### config.mk
export PLATFORM = sky130hd
export DESIGN_NAME = pdm_mic_front
export DESIGN_NICKNAME = d
export VERILOG_FILES = /design/src/rtl/pdm_cap_pkg.sv /design/src/rtl/pdm_clk_div.sv /design/src/rtl/pdm_ch_capture.sv /design/src/rtl/pdm_mic_front.sv
export SDC_FILE = /design/constraint.sdc
export NUM_CORES = 1
export LEC_CHECK = 0
export ABC_AREA = 1
export BUFFER_PORTS_ARGS = -buffer_cell sky130_fd_sc_hd__buf_2
export CAP_MARGIN = 20
export CELL_PAD_IN_SITES_DETAIL_PLACEMENT = 0
export CELL_PAD_IN_SITES_GLOBAL_PLACEMENT = 1
export CORE_MARGIN = 2
export CORE_UTILIZATION = 30
export CTS_CLUSTER_DIAMETER = 100
export DETAILED_ROUTE_END_ITERATION = 12
export PLACE_DENSITY_LB_ADDON = 0.15
export SLEW_MARGIN = 40
export SYNTH_ARGS = -nofsm -noshare
export SYNTH_HDL_FRONTEND = slang
export SYNTH_SLANG_ARGS = --single-unit
### constraint.sdc
create_clock -name clk -period 1.29 [get_ports clk]
set_input_delay 0.1935 -clock clk [delete_from_list [all_inputs] [get_ports clk]]
set_output_delay 0.1935 -clock clk [all_outputs]
set_load 0.01 [all_outputs]
### src/rtl/pdm_cap_pkg.sv
package pdm_cap_pkg;
    localparam int NUM_CH        = 4;
    localparam int NUM_LINES     = 2;
    localparam int RATE_W        = 2;
    localparam int BASE_DIV_LOG2 = 2;
    localparam int CH_PER_LINE   = NUM_CH / NUM_LINES;
    localparam int LINE_W        = (NUM_LINES > 1) ? $clog2(NUM_LINES) : 1;
    localparam int CNT_W         = BASE_DIV_LOG2 + (1 << RATE_W) - 1;

    typedef enum logic {
        EDGE_RISE = 1'b0,
        EDGE_FALL = 1'b1
    } edge_kind_e;

    typedef struct packed {
        logic rise;
        logic fall;
    } smp_ev_t;

    function automatic logic [CNT_W-1:0] div_last(input logic [RATE_W-1:0] code);
        int unsigned span;
        span = 32'd1 << (BASE_DIV_LOG2 + int'(code));
        return CNT_W'(span - 1);
    endfunction

    function automatic logic [CNT_W-1:0] half_last(input logic [RATE_W-1:0] code);
        int unsigned span;
        span = 32'd1 << (BASE_DIV_LOG2 + int'(code) - 1);
        return CNT_W'(span - 1);
    endfunction

    function automatic int line_of(input int ch);
        return ch / CH_PER_LINE;
    endfunction
endpackage

### src/rtl/pdm_clk_div.sv
module pdm_clk_div
    import pdm_cap_pkg::*;
(
    input  logic              clk,
    input  logic              rst,
    input  logic [RATE_W-1:0] rate_i,
    output logic              pdm_clk_o,
    output smp_ev_t           ev_o
);
    logic [RATE_W-1:0] rate_q;
    logic [CNT_W-1:0]  cnt_q;
    logic              clk_q;
    logic              settle_q;
    logic [CNT_W-1:0]  last_c;
    logic [CNT_W-1:0]  half_c;
    logic              changed;

    always_comb begin
        last_c  = div_last(rate_q);
        half_c  = half_last(rate_q);
        changed = (rate_i != rate_q);
    end

    always_ff @(posedge clk) begin
        if (rst || changed) begin
            rate_q   <= rate_i;
            cnt_q    <= '0;
            clk_q    <= 1'b0;
            settle_q <= 1'b1;
        end else if (cnt_q == last_c) begin
            cnt_q    <= '0;
            clk_q    <= 1'b0;
            settle_q <= 1'b0;
        end else begin
            cnt_q <= cnt_q + 1'b1;
            if (cnt_q == half_c) clk_q <= 1'b1;
        end
    end

    always_comb begin
        ev_o.rise = !settle_q && !changed && (cnt_q == last_c);
        ev_o.fall = !settle_q && !changed && (cnt_q == half_c);
    end

    assign pdm_clk_o = clk_q;

    assert_restart_on_rate_R2: assert property (@(posedge clk) disable iff (rst)
        (rate_i != rate_q) |=> (!pdm_clk_o && cnt_q == '0));

    assert_rise_slot_before_fall_R4: assert property (@(posedge clk) disable iff (rst)
        ev_o.rise |=> $fell(pdm_clk_o));

    assert_fall_slot_before_rise_R5: assert property (@(posedge clk) disable iff (rst)
        ev_o.fall |=> $rose(pdm_clk_o));
endmodule

### src/rtl/pdm_ch_capture.sv
module pdm_ch_capture
    import pdm_cap_pkg::*;
(
    input  logic    clk,
    input  logic    rst,
    input  logic    en_i,
    input  logic    edge_i,
    input  logic    din_i,
    input  smp_ev_t ev_i,
    output logic    bit_o,
    output logic    valid_o
);
    logic hit;
    logic bit_q;
    logic valid_q;

    always_comb begin
        hit = (edge_kind_e'(edge_i) == EDGE_RISE) ? ev_i.rise : ev_i.fall;
    end

    always_ff @(posedge clk) begin
        if (rst || !en_i) begin
            bit_q   <= 1'b0;
            valid_q <= 1'b0;
        end else begin
            valid_q <= hit;
            if (hit) bit_q <= din_i;
        end
    end

    assign bit_o   = bit_q;
    assign valid_o = valid_q;

    assert_valid_needs_enable_R8: assert property (@(posedge clk) disable iff (rst)
        valid_o |-> $past(en_i));

    assert_disabled_bit_zero_R8: assert property (@(posedge clk) disable iff (rst)
        !$past(en_i) |-> !bit_o);
endmodule

### src/rtl/pdm_mic_front.sv
module pdm_mic_front
    import pdm_cap_pkg::*;
(
    input  logic                 clk,
    input  logic                 rst,
    input  logic [RATE_W-1:0]    rate_sel,
    input  logic [NUM_CH-1:0]    ch_en,
    input  logic [NUM_CH-1:0]    edge_sel,
    input  logic [NUM_LINES-1:0] pdm_din,
    output logic                 pdm_clk_o,
    output logic [NUM_CH-1:0]    ch_bit,
    output logic [NUM_CH-1:0]    ch_valid
);
    smp_ev_t ev;

    pdm_clk_div u_div (
        .clk      (clk),
        .rst      (rst),
        .rate_i   (rate_sel),
        .pdm_clk_o(pdm_clk_o),
        .ev_o     (ev)
    );

    for (genvar ch = 0; ch < NUM_CH; ch++) begin : g_ch
        localparam int LINE = line_of(ch);
        pdm_ch_capture u_cap (
            .clk    (clk),
            .rst    (rst),
            .en_i   (ch_en[ch]),
            .edge_i (edge_sel[ch]),
            .din_i  (pdm_din[LINE]),
            .ev_i   (ev),
            .bit_o  (ch_bit[ch]),
            .valid_o(ch_valid[ch])
        );
    end
endmodule

Yosys cells after proc, flatten, opt, wreduce, memory -nomap -nowiden
Index checks and enable logic that the tools add are counted.

Add/subtract/negate cells: 5. Eq/ne operators: 3. Shift-type cells: 2. Muxes and demuxes: 4. Reductions and logical operators: 15.

Operator list (number): $shl A1 B32 Y5 const A (1); $sub A32 B2 Y32 const B (1); $eq A5 B5 Y1 (2); $sub A5 B1 Y5 const B (2); $logic_not A1 Y1 (6); $add A5 B1 Y5 const B (1); $logic_or A1 B1 Y1 (5); $shl A1 B3 Y5 const A (1); $mux W1 (4); $add A2 B2 Y3 const A (1); $logic_and A1 B1 Y1 (3); $ne A2 B2 Y1 (1); $reduce_or A2 Y1 (1).

Register bits: 17. Bits of input ports: 14. Logic and storage cells: 41.

Longest topological paths before layout
Depth in word-level cells: 7. Mapped depth: 11. Depth with buffers taken out: 11.

Hierarchy
From an unflattened synthesis, not the netlist that was laid out.

Cell total of the unflattened synthesis: 126. Area, all modules: 928.4 um^2.

Modules (own cells, without submodules): pdm_clk_div (times used 1, cells each 66, area each 493.0 um^2, sequential area each 200.2 um^2); pdm_ch_capture (times used 4, cells each 15, area each 108.9 um^2, sequential area each 40.0 um^2).

Worst setup path before layout
OpenSTA, ideal clock, no wires.

Path kind: register to register. Start: register u_div.rate_q[1]. End: register g_ch[1].u_cap.bit_q. Library setup time: 0.115 ns. Arrival time: 1.220 ns. Required time: 1.175 ns. Path slack: -0.045 ns. Cell stages (with the launch flop): 7. Buffers on the path: 0. Clock period less this slack: 1.335 ns. Path through: edfxtp_1 -> xnor2_1 -> nand2_1 -> nor2_4 -> nand3_1 -> a21oi_1 -> nor2_1.

Longest elaborated chain between the ends: 7. Elaborated cells between the ends (all ways): 14. Those cells by class: 4 x add/sub; 3 x eq/ne; 2 x shift; 1 x mux; 4 x reduce/logical.

RTL lines: start: declaration (RTL line pdm_clk_div.sv:10) `logic [RATE_W-1:0] rate_q;`; start signal: assignment (RTL line pdm_clk_div.sv:26) `rate_q <= rate_i;`; $add A2 B2 Y3 (RTL line pdm_cap_pkg.sv:22, pdm_cap_pkg.sv:28); $sub A32 B2 Y32 (RTL line pdm_cap_pkg.sv:28) `span = 32'd1 << (BASE_DIV_LOG2 + int'(code) - 1);`; $shl A1 B32 Y5 (RTL line pdm_cap_pkg.sv:28); $sub A5 B1 Y5 (RTL line pdm_cap_pkg.sv:29) `return CNT_W'(span - 1);`; $eq A5 B5 Y1 (RTL line pdm_clk_div.sv:42) `ev_o.fall = !settle_q && !changed && (cnt_q == half_c);`; $logic_and A1 B1 Y1 (RTL line pdm_clk_div.sv:42); $mux W1 * (RTL line pdm_ch_capture.sv:18) `hit = (edge_kind_e'(edge_i) == EDGE_RISE) ? ev_i.rise : ev_i.fall;`; end signal: assignment (RTL line pdm_ch_capture.sv:27) `if (hit) bit_q <= din_i;`; end: declaration (RTL line pdm_ch_capture.sv:14) `logic bit_q;`.

Mark *: on every way between the ends. The rest lies on a longest branch, timed or not. A chain may end at the register's enable or synchronous reset.

Worst setup path after layout
Start: register u_div.rate_q[1]. End: register g_ch[2].u_cap.bit_q.

Longest elaborated chain between the ends: 7. Elaborated cells between the ends (all ways): 14. Those cells by class: 4 x add/sub; 3 x eq/ne; 2 x shift; 1 x mux; 4 x reduce/logical.

RTL lines (RTL line): $add A2 B2 Y3 (pdm_cap_pkg.sv:22, pdm_cap_pkg.sv:28); $sub A32 B2 Y32 (pdm_cap_pkg.sv:28); $shl A1 B32 Y5 (pdm_cap_pkg.sv:28); $sub A5 B1 Y5 (pdm_cap_pkg.sv:29); $eq A5 B5 Y1 (pdm_clk_div.sv:42); $logic_and A1 B1 Y1 (pdm_clk_div.sv:42); $mux W1 * (pdm_ch_capture.sv:18); end signal: assignment (pdm_ch_capture.sv:27); end: declaration (pdm_ch_capture.sv:14).

Marks and branches as above.

==> tab_implementation.tex <==
\begin{tabular}{lr}
\hline
Metric & Value \\
\hline
\multicolumn{2}{l}{\textbf{Final layout}} \\
\quad Relative area change from synthesis to final layout & 31.7\% \\
\quad Number of antenna repair diodes & 0 \\
\quad Number of standard cells in the layout, taps in and fillers out & 192 \\
\quad Ratio of cells with drive above 1 in the final layout & 42.8\% \\
\quad Layout filler cell count & between 300 and 400 \\
\quad Utilization after layout & between 40 and 50\% \\
\quad NumNets Final & $\sim$180 \\
\multicolumn{2}{l}{\textbf{CTS}} \\
\quad Buffers from clock root to sink, at most & 2 \\
\quad Clock net sink count & 17 \\
\quad H-Tree Level Count & 1 \\
\quad Num CTS Buffers & 3 \\
\quad Clock-pin slew reported for the worst setup and hold paths after clock tree synthesis & 0.10 ns \\
\quad Root buf cell & clkbuf\_4 \\
\quad Clock tree from TritonCTS & done \\
\quad Hold-fix buffer count after cts & 0 \\
\quad Worst-Skew Late Latency & 0.29 ns \\
\multicolumn{2}{l}{\textbf{Place}} \\
\quad Half-perimeter wire length after placement & 1420 µm \\
\quad IO buf count & 22 \\
\quad Pre-CTS setup slack & -0.209 ns \\
\quad Routability congestion estimate from global placement & 0.760 \\
\quad Post-Place Cells & 185 \\
\multicolumn{2}{l}{\textbf{STA}} \\
\quad Slew Limit Fails & 0 \\
\quad Period utilization & 118\% \\
\quad Relative max-transition margin & 83.6\% \\
\quad Worst clock skew on the final layout & 0.000731 ns \\
\quad RSZ-0062 raised after global routing & yes \\
\quad Number of hold-slack violations in the final timing report & 0 \\
\quad Tightest Pin Transition & approximately 0.25 ns \\
\quad Worst-case setup margin in the final layout & -0.234 ns \\
\quad Minimum clock period after layout & 1.52 ns \\
\quad Max Clock Freq & around 660 MHz \\
\quad \# setup viols final & 17 \\
\multicolumn{2}{l}{\textbf{Run status}} \\
\quad Violated checks & negative setup slack \\
\quad Status & finished, violations left \\
\multicolumn{2}{l}{\textbf{Floorplanning}} \\
\quad Chip Height & slightly below 60 µm \\
\quad Row Count & 20 \\
\quad Std-Cell Core Area & 2980 µm² \\
\quad Die footprint & 3510 µm² \\
\quad Die width & slightly below 60 µm \\
\quad I/O pin count & 23 \\
\quad Initial Util & 30.8\% \\
\multicolumn{2}{l}{\textbf{Routing}} \\
\quad Post-DR vias/cell & 4.30 \\
\quad Total routed wirelength & 1940 µm \\
\quad First-iteration detailed-routing DRC count & 18 \\
\quad Number of routed nets with antenna violations & 0 \\
\quad Vias after detailed routing & 826 \\
\quad Remaining design rule violation count & 0 \\
\quad DR WL/cell & 10.1 µm \\
\quad Pre-Repair DR Iteration Count & 4 \\
\multicolumn{2}{l}{\textbf{GRT}} \\
\quad Overall overflow remaining after global route & 0 \\
\quad Number of global-route vias before repair & 747 \\
\quad Maximum number of pins on one net before global-route repair & 10 \\
\quad Overall track demand over capacity in global routing & 12.4\% \\
\quad Initial antenna violation count & 0 \\
\quad Global-route wire length before repair & $\sim$3200 µm \\
\multicolumn{2}{l}{\textbf{Job}} \\
\quad Number of maximum-capacitance violations & 0 \\
\multicolumn{2}{l}{\textbf{Pwr}} \\
\quad Switch share & 26.6\% \\
\quad Maximum vdd drop & 340 µV \\
\quad Part of the power in combinational logic & 13.7\% \\
\quad Net Switching & 262 µW \\
\quad Power Dens Cells & between 800 and 900 nW/µm² \\
\quad Sequential Power Share & 56.4\% \\
\quad Leakage power of the design & 0.000565 µW \\
\quad Internal power component & 722 µW \\
\quad Clock power frac & around 30\% \\
\multicolumn{2}{l}{\textbf{Logic synthesis}} \\
\quad Synthesized net count & 144 \\
\quad Flops \& latches, synth & 17 \\
\quad Cells after synthesis & between 100 and 150 \\
\quad Number of different library cells in the post-synthesis netlist & 19 \\
\quad Share of synthesized area occupied by flip-flops and latches & around 39\% \\
\quad Total of warnings raised by yosys & 0 \\
\quad Synthesized area per cell & 7.10 µm² \\
\quad Summed instance area of the synthesized netlist & 916 µm² \\
\multicolumn{2}{l}{\textbf{Min path}} \\
\quad Type of the worst min-delay path & input pin to register \\
\multicolumn{2}{l}{\textbf{Critical path}} \\
\quad CP max stage cell & edfxtp\_1 \\
\quad Max FO, Critical Path & 6 \\
\quad CP Data Required Time & 1.53 ns \\
\quad CP Launch Type & register \\
\quad Worst path max stage delay & 0.51 ns \\
\quad Critical path capture point type & register \\
\quad Combined buffer and inverter count along the critical path & 0 \\
\quad Worst path arrival time & 1.76 ns \\
\quad List of cells traversed by the critical path & xnor2\_1 > nand2\_2 > nor2\_4 > nand3\_2 > nand3b\_1 > nand2\_1 > nor2\_1 \\
\quad Category of cells accounting for the largest share of critical-path delay & simple AND/OR/NAND/NOR gates \\
\quad Kind of critical path & register to register \\
\hline
\end{tabular}
-- cells by family (layout without fill, tap and decap cells) --
logic type	Yosys count	in the layout	share of synthesized area (%)
xor+xnor	4	4	3.83
fa+ha+maj	1	1	1.37
buf+inv	28	57	14.8
simple gates	71	72	35.2
flops	17	17	39.3
compound gates	8	8	5.46
-- synth_stat cells (all sizes together) --
master,instances,area share (%)
nand2,34,14
nor2,24,13
inv,20,8.2
dfxtp,15,33
nand3,9,4.9
buf,8,6.6
a21oi,5,2.7
nand3b,3,2.5
edfxtp,2,6.6
o21ai,2,1.9
xnor2,2,1.9
xor2,2,1.9
a21boi,1,0.82
ha,1,1.4
nor3b,1,0.82
-- through the flow --
step | power [µW] | hold WS [ns] | setup TNS, ns | instance area, µm²
2_1_floorplan | 631 | 0.292 | -0.118 | 916
3_3_place_gp | 673 | 0.397 | -1.79 | 1070
3_5_place_dp | 675 | 0.399 | -2.00 | 1070
4_1_cts | 978 | 0.0878 | -2.28 | 1110
5_1_grt | 1040 | 0.0878 | -4.49 | 1210
6_report | 984 | 0.0971 | -2.65 | 1210
-- what timing repair did --
action                     CTS  global route
pin swaps                    4            14
buffers inserted             0             2
setup endpoints to repair   17            17
gates cloned                 1             0
resized for setup            3            21
-- power by group through the flow --
stage | Combinational, µW | Clock [µW] | Sequential, µW
floorplan | 64.3 | 0 | 566
detailed placement | 108 | 0 | 567
global route | 151 | 332 | 558
CTS | 115 | 308 | 555
finish | 135 | 294 | 555
global placement | 107 | 0 | 566
-- final cells by class --
type                    count  area, µm²  area share (%)
multi-input cells          85        510            42.3
flip-flops and latches     17        360            29.9
repair buffers             33        193            16.0
inverters                  20       75.1            6.22
well taps                  33       41.3            3.42
clock buffers               4       26.3            2.18
-- placed cells by master (no fill, tap or decap), types with 3 or more instances in the layout --
cell      Yosys  layout
nand2_2       2       8
nor2_1       20      18
nand3_2       0       7
nand3b_1      3       3
buf_2         0      22
dfxtp_1      15      15
inv_1        17      16
clkbuf_4      0       3
buf_4         8      11
inv_2         3       4
nand2_1      32      25
a21oi_1       5       3
nor2_4        3       5
-- worst paths after layout --
kind                        from             endpoint  slack (ns)  cells after the start
max reg2reg      u_div.rate_q[1]  g_ch[2].u_cap.bit_o       -0.23                      7
min reg2reg  g_ch[3].u_cap.bit_o  g_ch[3].u_cap.bit_o        0.49                      2
max              u_div.rate_q[1]  g_ch[2].u_cap.bit_o       -0.23                      7
min                  rate_sel[0]      u_div.rate_q[0]         0.1                      1
-- routing by layer --
layer	vias to the layer above	GRT usage (%)	routed length, µm
li1	446	-	-
met1	360	16.5	964
met2	16	19.2	863
met3	4	1.97	76
met4	0	6.82	30
met5	-	0	0
-- sequential cells by signal, indices dropped and copies added (netlist names) --
signal	count
u_div.settle_q	1
u_div.pdm_clk_o	1
u_div.cnt_q	5
g_ch.u_cap.valid_o	4
g_ch.u_cap.bit_o	4
u_div.rate_q	2
(Power assumes the default switching activity.)
